==> src/rtl/jsi_pkg.sv <==
package jsi_pkg;
  localparam int unsigned NUM_PINS = 2;

  typedef struct packed {
    logic       spread_en;
    logic [1:0] dm_en;
    logic [2:0] mute_sel;
    logic [1:0] eqb_en;
    logic [1:0] tmr_en;
    logic [1:0] mode;
    logic [1:0] state;
    logic [1:0] flag;
  } jsi_word_t;
endpackage

==> src/rtl/jsi_qualify.sv <==
module jsi_qualify #(
  parameter int unsigned LIMIT       = 278,
  parameter int unsigned SYNC_STAGES = 2
) (
  input  logic clk_i,
  input  logic rst_ni,
  input  logic pin_i,
  input  logic tmr_en_i,
  output logic level_o,
  output logic qual_o
);
  localparam int unsigned CW = $clog2(LIMIT + 1);
  localparam logic [CW-1:0] CMAX = CW'(LIMIT);

  logic [SYNC_STAGES-1:0] sync_q;
  logic [CW-1:0]          cnt_q;

  always_ff @(posedge clk_i or negedge rst_ni) begin
    if (!rst_ni) sync_q <= '0;
    else         sync_q <= {sync_q[SYNC_STAGES-2:0], pin_i};
  end

  assign level_o = sync_q[SYNC_STAGES-1];

  // high-time counter, restarts on any low level
  always_ff @(posedge clk_i or negedge rst_ni) begin
    if (!rst_ni)             cnt_q <= '0;
    else if (!level_o)       cnt_q <= '0;
    else if (cnt_q != CMAX)  cnt_q <= cnt_q + 1'b1;
  end

  assign qual_o = tmr_en_i ? (level_o && cnt_q == CMAX) : level_o;

  a_r7_cnt_bound: assert property (@(posedge clk_i) disable iff (!rst_ni)
    cnt_q <= CMAX);
  a_r7_restart: assert property (@(posedge clk_i) disable iff (!rst_ni)
    !level_o |=> cnt_q == '0 || cnt_q == CW'(1));
  a_r7_qual_needs_level: assert property (@(posedge clk_i) disable iff (!rst_ni)
    qual_o |-> level_o);
endmodule

==> src/rtl/jsi_flag.sv <==
module jsi_flag (
  input  logic clk_i,
  input  logic rst_ni,
  input  logic qual_i,
  input  logic mode_i,
  input  logic wr_i,
  input  logic wbit_i,
  output logic flag_o
);
  logic qual_q, hw_set, flag_q;

  always_ff @(posedge clk_i or negedge rst_ni) begin
    if (!rst_ni) qual_q <= 1'b0;
    else         qual_q <= qual_i;
  end

  assign hw_set = mode_i && (qual_i != qual_q);

  // hardware set wins over a software clear
  always_ff @(posedge clk_i or negedge rst_ni) begin
    if (!rst_ni)     flag_q <= 1'b0;
    else if (hw_set) flag_q <= 1'b1;
    else if (wr_i)   flag_q <= wbit_i;
  end

  assign flag_o = flag_q;

  a_r3_flag_sticky: assert property (@(posedge clk_i) disable iff (!rst_ni)
    flag_q && !wr_i |=> flag_q);
  a_r6_set_wins: assert property (@(posedge clk_i) disable iff (!rst_ni)
    hw_set |=> flag_q);
  a_r5_sense_quiet: assert property (@(posedge clk_i) disable iff (!rst_ni)
    !mode_i && !wr_i && !flag_q |=> !flag_q);
endmodule

==> src/rtl/jsi_ctrl.sv <==
module jsi_ctrl #(
  parameter int unsigned CLK_HZ      = 24_576_000,
  parameter int unsigned QUAL_MS     = 278,
  parameter int unsigned SYNC_STAGES = 2
) (
  input  logic        clk_i,
  input  logic        rst_ni,
  input  logic [1:0]  jack_i,
  input  logic        wr_en_i,
  input  logic [15:0] wdata_i,
  output logic [15:0] rdata_o,
  output logic        irq_o,
  output logic        eq_bypass_o,
  output logic        downmix_o,
  output logic        spread_o,
  output logic [2:0]  mute_sel_o
);
  import jsi_pkg::*;

  localparam int unsigned LIMIT = (CLK_HZ / 1000) * QUAL_MS;

  jsi_word_t ctrl_q, wr_word, rd_word;
  logic [NUM_PINS-1:0] level, qual, flag;

  assign wr_word = jsi_word_t'(wdata_i);

  always_ff @(posedge clk_i or negedge rst_ni) begin
    if (!rst_ni) ctrl_q <= '0;
    else if (wr_en_i) begin
      ctrl_q       <= wr_word;
      ctrl_q.state <= '0;
      ctrl_q.flag  <= '0;
    end
  end

  for (genvar p = 0; p < NUM_PINS; p++) begin : g_pin
    jsi_qualify #(.LIMIT(LIMIT), .SYNC_STAGES(SYNC_STAGES)) i_qual (
      .clk_i    (clk_i),
      .rst_ni   (rst_ni),
      .pin_i    (jack_i[p]),
      .tmr_en_i (ctrl_q.tmr_en[p]),
      .level_o  (level[p]),
      .qual_o   (qual[p])
    );
    jsi_flag i_flag (
      .clk_i  (clk_i),
      .rst_ni (rst_ni),
      .qual_i (qual[p]),
      .mode_i (ctrl_q.mode[p]),
      .wr_i   (wr_en_i),
      .wbit_i (wr_word.flag[p]),
      .flag_o (flag[p])
    );
  end

  always_comb begin
    rd_word       = ctrl_q;
    rd_word.state = level;
    rd_word.flag  = flag;
  end

  assign rdata_o     = rd_word;
  assign irq_o       = |flag;
  assign eq_bypass_o = |(ctrl_q.eqb_en & qual);
  assign downmix_o   = ctrl_q.dm_en[0] & qual[0];
  assign spread_o    = ctrl_q.spread_en & (&qual);
  assign mute_sel_o  = ctrl_q.mute_sel;

  a_r10_spread_both: assert property (@(posedge clk_i) disable iff (!rst_ni)
    spread_o |-> rdata_o[3] && rdata_o[2]);
  a_r9_downmix_pin0: assert property (@(posedge clk_i) disable iff (!rst_ni)
    downmix_o |-> rdata_o[2] && rdata_o[13]);
endmodule

==> config.mk <==
export PLATFORM = sky130hd
export DESIGN_NAME = jsi_ctrl
export DESIGN_NICKNAME = d
export VERILOG_FILES = /design/src/rtl/jsi_pkg.sv /design/src/rtl/jsi_qualify.sv /design/src/rtl/jsi_flag.sv /design/src/rtl/jsi_ctrl.sv
export SDC_FILE = /design/constraint.sdc
export NUM_CORES = 1
export LEC_CHECK = 0
export ABC_AREA = 1
export CAP_MARGIN = 25
export CORE_ASPECT_RATIO = 0.9
export CORE_UTILIZATION = 55
export CTS_CLUSTER_DIAMETER = 80
export DETAILED_ROUTE_END_ITERATION = 8
export PLACE_DENSITY_LB_ADDON = 0.12
export SLEW_MARGIN = 20
export SYNTH_ARGS = -nofsm -noshare
export SYNTH_HDL_FRONTEND = slang
export SYNTH_SLANG_ARGS = --single-unit
==> constraint.sdc <==
create_clock -name clk_i -period 2 [get_ports clk_i]
set_input_delay 0.4 -clock clk_i [delete_from_list [all_inputs] [get_ports clk_i]]
set_output_delay 0.4 -clock clk_i [all_outputs]
set_load 0.005 [all_outputs]
Word level (Yosys, flattened, before mapping) --
Cells that the tools add are included.
Storage, ports and cells: memories kept 0, input port bits 21, bits in latches 0, bits in read-only memories 0, flip-flop bits (word level) 66, memory bits (writable) 0, word-level logic and storage cells 46, output and inout bits 23
Operators by class: reduce and logical (&&, ||, !) cells 9, shifts and indexed selects 0, eq/ne operators 8, $mul 0, div/mod/pow operators 0, add/subtract/negate cells 2, bitwise logic cells 3, mux-type cells 10, $lt $le $gt $ge 0
Operators by type and width (number):
- $mux 23 | 4
- $add 23x1->23 const B | 2
- $eq 23x23->1 const B | 2
- $ne 23x23->1 const B | 2
- $mux 1 | 6
- $logic_and 1x1->1 | 4
- $ne 2x2->1 const B | 2
- $reduce_bool 2->1 | 2
- $reduce_or 2->1 | 2
- $and 1x1->1 | 2
- $and 2x2->2 | 1
- $ne 1x1->1 | 2
- $reduce_and 2->1 | 1

Longest topological paths before layout --
depth after elaboration 6, depth in mapped cells 11, mapped depth without buffers 11

By module --
From an unflattened synthesis, not the netlist that was laid out.
Unflattened totals: cell total of the unflattened synthesis 517, area, all modules 3639.7 um^2
Modules (own cells, without submodules):
- jsi_qualify | cells each 214, area an instance 1468.9 um^2, times used 2, sequential area each 625.6 um^2
- jsi_ctrl | cells each 63, area an instance 516.7 um^2, times used 1, sequential area each 300.3 um^2
- jsi_flag | cells each 13, area an instance 92.6 um^2, times used 2, sequential area each 50.0 um^2

Least setup slack after synthesis --
OpenSTA, ideal clock, no wires.
kind register -> output, start point register g_pin[1].i_qual.cnt_q[0], end point output spread_o, data arrival time 1.259 ns, data required time 1.600 ns, cell stages (with the launch flop) 11, path buffers 0, slack 0.341 ns, cells stage by stage dfrtp_1 > inv_1 > ha_1 > nand2_1 > inv_1 > nand2_1 > nor2_1 > nand4_1 > nand2_1 > nand2_1 > nor2_1
Between the ends: longest elaborated chain between the ends 5
RTL lines:
- from (decl) | line jsi_qualify.sv:16 | logic [CW-1:0] cnt_q;
- from (signal assigned) | line jsi_qualify.sv:29 | else if (cnt_q != CMAX) cnt_q <= cnt_q + 1'b1;
- $eq 23x23->1 | line jsi_qualify.sv:32 | assign qual_o = tmr_en_i ? (level_o && cnt_q == CMAX) : level_o;
- $logic_and 1x1->1 | line jsi_qualify.sv:32
- $mux 1 | line jsi_qualify.sv:32
- net g_pin[1].i_flag.qual_i | line jsi_flag.sv:4 | input logic qual_i,
- $reduce_and 2->1 | line jsi_ctrl.sv:66 | assign spread_o = ctrl_q.spread_en & (&qual);
- $and 1x1->1 | line jsi_ctrl.sv:66
- to (decl) | line jsi_ctrl.sv:15 | output logic spread_o,
The timed path passes the listed nets, and every way through them passes these cells.

Worst setup path in the final report --
Same ends and word-level chain as after synthesis.

==> flow_summary.json <==
{
  "overflow": 0,
  "fill_cells": 442,
  "final_hold_viol_count": 0,
  "cts.path.max_buffers": 2,
  "fin_skew_ps": 10.19,
  "insertion_delay_ps": 340,
  "grt_pass1_vias": 3159,
  "ys_top_cells_by_area": "dfrtp_1 (47%), nand2_1 (8.7%), nor2_1 (7.4%)",
  "final-setup-viol-count": 3,
  "ys_ff_latch": 66,
  "final_util_pct": 76.28,
  "yosys.area.top_type_share_pct": 47.18,
  "fin_ws_ps": -116.5,
  "synth_edf_count": 0,
  "drc": 0,
  "initial_core_util_pct": 57.25,
  "p_sw_uw": 780.0,
  "row_count": 27,
  "seqPwrFrac_pct": 45.9,
  "cp-start-kind": "flop",
  "yosysMostFrequentCell": "nand2_1",
  "p_comb_share_pct": 13.7,
  "r2r-start": "g_pin[1].i_qual.cnt_q[0]",
  "cpPeakStageDelay_ps": 400,
  "swShare_pct": 24.77,
  "pwr_density_cell_nw_per_um2": 675.0,
  "worstPathArrival_ps": 1720,
  "synth-async-reset-ratio_pct": 100.0,
  "firstDrtPassIters": 5,
  "peakVddDrop_v": 0.0005580,
  "drt_wl_total_mm": 7.851,
  "final_antenna_net_count": 0,
  "critPathLaunch": "g_pin[1].i_qual.cnt_q[0]",
  "cap_violations": 0,
  "gp_congestion": 0.8505,
  "cts.sinks": 66,
  "timing.final.crit_share_pct": 105.8,
  "status": "complete, but fails checks",
  "ys_warn_count": 0,
  "path_max_fanout": 4,
  "yosysTopAreaCell": "dfrtp_1",
  "synth_flop_cell": "dfrtp_1",
  "die_w_um": 86.10,
  "period_needed_ps": 2117,
  "nets": 562,
  "cp_data_required_time_ps": 1600,
  "netlist_top_cells_count": "nand2_1 (81), nor2_1 (69), dfrtp_1 (66)",
  "endpoint_kind": "primary output",
  "synth_cell_types": 30,
  "core_um2": 6115,
  "path_depth": 11,
  "ys_seq_area_share_pct": 47.18,
  "path_buf_inv": 3,
  "htree_levels": 3,
  "grt_max_degree": 67,
  "drv_slew": 0,
  "first_iter_violations": 147,
  "r2r_cells": 8,
  "power_mw": 3.149,
  "min_path_type": "in2async",
  "hpwl_mm": 5.612,
  "grt_first_pass_wirelength_mm": 13.47,
  "syn_to_final_growth_pct": 33.24,
  "hold_buffers": 0,
  "timing.rr.end": "g_pin[1].i_qual.cnt_q[14]",
  "clock.fmax_ghz": 0.4725,
  "worstMarginPinSlew_ps": 349.8,
  "cts_buffers": 9,
  "crit_chain": "inv_1 > ha_1 > nand2_1 > inv_2 > nand2_2 > nor2_2 > nand4_1 > nand2_2 > nand2_1 > nor2_1 > buf_2",
  "cts_tree": "built",
  "path_clk_slew_ps": 70,
  "slowest_stage": "dfrtp_1",
  "wl_per_cell_um": 12.48,
  "vias": 3147,
  "antenna_found_initial": 0,
  "synth_cells": 433,
  "viasPerCell": 5.003,
  "syn-cell-area_um2": 3501,
  "syn-num-nets": 458,
  "slew-limit-headroom_pct": 76.68,
  "endpoint": "spread_o",
  "r2r_setup_slack_ps": 300,
  "criticalPathCategory": "reg2out",
  "root_buffer": "clkbuf_8",
  "power.internal_mw": 2.369,
  "antennaDiodeCount": 0,
  "crit_family": "simple AND/OR/NAND/NOR gates",
  "die_area_um2": 6688,
  "track_usage_pct": 25.88,
  "violations": "setup timing",
  "num_io_pins": 44,
  "rsz0062_at_grt": "true",
  "avgSynthCellArea_um2": 8.085,
  "clkPwrFrac_pct": 40.4,
  "drive_gt1_share_pct": 24.54,
  "leakagePower_nw": 2.271,
  "die_h_um": 77.69,
  "place.port_buffers": 41
}
## layout by cell type, fill, tap and decap left out
| cell | count |
|---|---|
| nand3_2 | 6 |
| inv_2 | 8 |
| buf_4 | 67 |
| nand3_4 | 1 |
| o21ai_0 | 27 |
| ha_1 | 4 |
| inv_1 | 54 |
| buf_12 | 1 |
| o21ai_1 | 2 |
| nor2_2 | 5 |
| nand2_2 | 6 |
| xnor2_1 | 1 |
| nor2_4 | 5 |
| nor3_1 | 4 |
| nand4_1 | 8 |
| bufinv_16 | 2 |
| mux2_2 | 9 |
| nand2_4 | 2 |
| a21oi_1 | 30 |
| clkinv_2 | 1 |
| dfrtp_1 | 66 |
| nand2_1 | 77 |
| nand3_1 | 21 |
| o21a_1 | 3 |
| xor2_1 | 6 |
| clkbuf_8 | 10 |
| or2_2 | 1 |
| clkinv_4 | 2 |
| clkinvlp_4 | 1 |
| mux2i_1 | 2 |
| nor2_8 | 1 |
| nor2_1 | 66 |
| nor3_2 | 1 |
| buf_2 | 4 |
| clkdlybuf4s50_1 | 37 |
| nor4_1 | 1 |
## sequential cells by signal, indices dropped and copies added (netlist names)
name and cells:
g_pin.i_flag.flag_o 2, g_pin.i_flag.qual_q 2, g_pin.i_qual.cnt_q 46, g_pin.i_qual.sync_q 4, mute_sel_o 3, rdata_o 9
## worst reg2reg max path, cell delays in order, from the launching register on
cell	delay, ps
dfrtp_1	370
buf_4	110
buf_4	120
ha_1	240
nand3_4	130
nor2_4	180
nand2_4	90
o21ai_0	230
a21oi_1	100
## metal layers
layer,vias to the layer above,track usage [%],routed length [µm]
met4,0,9.000,101
met5,-,0,0
met3,12,6.596,282
li1,1576,-,-
met2,70,45.32,4084
met1,1489,30.73,3383
## what timing repair did
item                                    4_1_cts  5_1_grt
gates resized for setup                      17       10
pin swaps                                     6        5
endpoints found under the setup margin        3        3
buffers inserted                              4        3
endpoints found under the hold margin         0        0
## power by group through the flow
| stage | Combinational, mW | Clock, mW | Sequential, mW |
|---|---|---|---|
| 6_report | 0.432 | 1.27 | 1.44 |
| 4_1_cts | 0.419 | 1.30 | 1.44 |
| 5_1_grt | 0.481 | 1.35 | 1.45 |
| 2_1_floorplan | 0.176 | 0 | 1.48 |
| 3_3_place_gp | 0.400 | 0 | 1.46 |
| 3_5_place_dp | 0.414 | 0 | 1.47 |
## stage by stage
stage / hold slack (ps) / worst slack, ps / area (µm²) / cells / setup TNS, ps
final: 62.03 / -116.5 / 4664 / 629 / -243.5
after global routing: 91.61 / -264.9 / 4664 / 629 / -657.6
after CTS: 72.67 / -127.9 / 4627 / 626 / -332.1
after detailed placement: 335.6 / -248.6 / 4372 / 606 / -653.1
after global placement: 332.6 / -188.5 / 4372 / 606 / -479.1
after floorplan: 104.4 / 341.5 / 3501 / 433 / 0
## cell type report
type                            count  area [µm²]  area share, %
Tap cell                           87       108.9          2.334
Inverter                           62       232.7          4.989
Multi-Input combinational cell    289        1530          32.81
Clock inverter                      6       90.09          1.931
Clock buffer                       10       137.6          2.951
Sequential cell                    66        1652          35.41
Timing Repair Buffer              109       913.4          19.58
## worst min path at each step
stage / from / endpoint / cells past startpoint
floorplan: rst_ni / g_pin[0].i_flag.flag_o / 0
global placement: g_pin[1].i_qual.sync_q[0] / g_pin[1].i_qual.sync_q[1] / 0
detailed placement: g_pin[0].i_qual.sync_q[0] / g_pin[0].i_qual.sync_q[1] / 0
CTS: rst_ni / g_pin[1].i_qual.cnt_q[9] / 2
global route: rst_ni / g_pin[1].i_qual.cnt_q[5] / 2
finish: rst_ni / g_pin[1].i_qual.cnt_q[17] / 2
## kinds of logic (layout without fill, tap and decap cells)
| family | after synthesis | after routing | synth area share, % |
|---|---|---|---|
| and+or+nand+nor | 205 | 205 | 27.20 |
| adders and majority gates | 4 | 4 | 1.430 |
| muxes | 11 | 11 | 3.467 |
| buffers and inverters | 78 | 187 | 9.900 |
| AOI/OAI and AO/OA | 62 | 62 | 9.077 |
| xor gates and xnor gates | 7 | 7 | 1.751 |
| DFF | 66 | 66 | 47.18 |
Note: power is estimated with default switching activity, not from simulation.
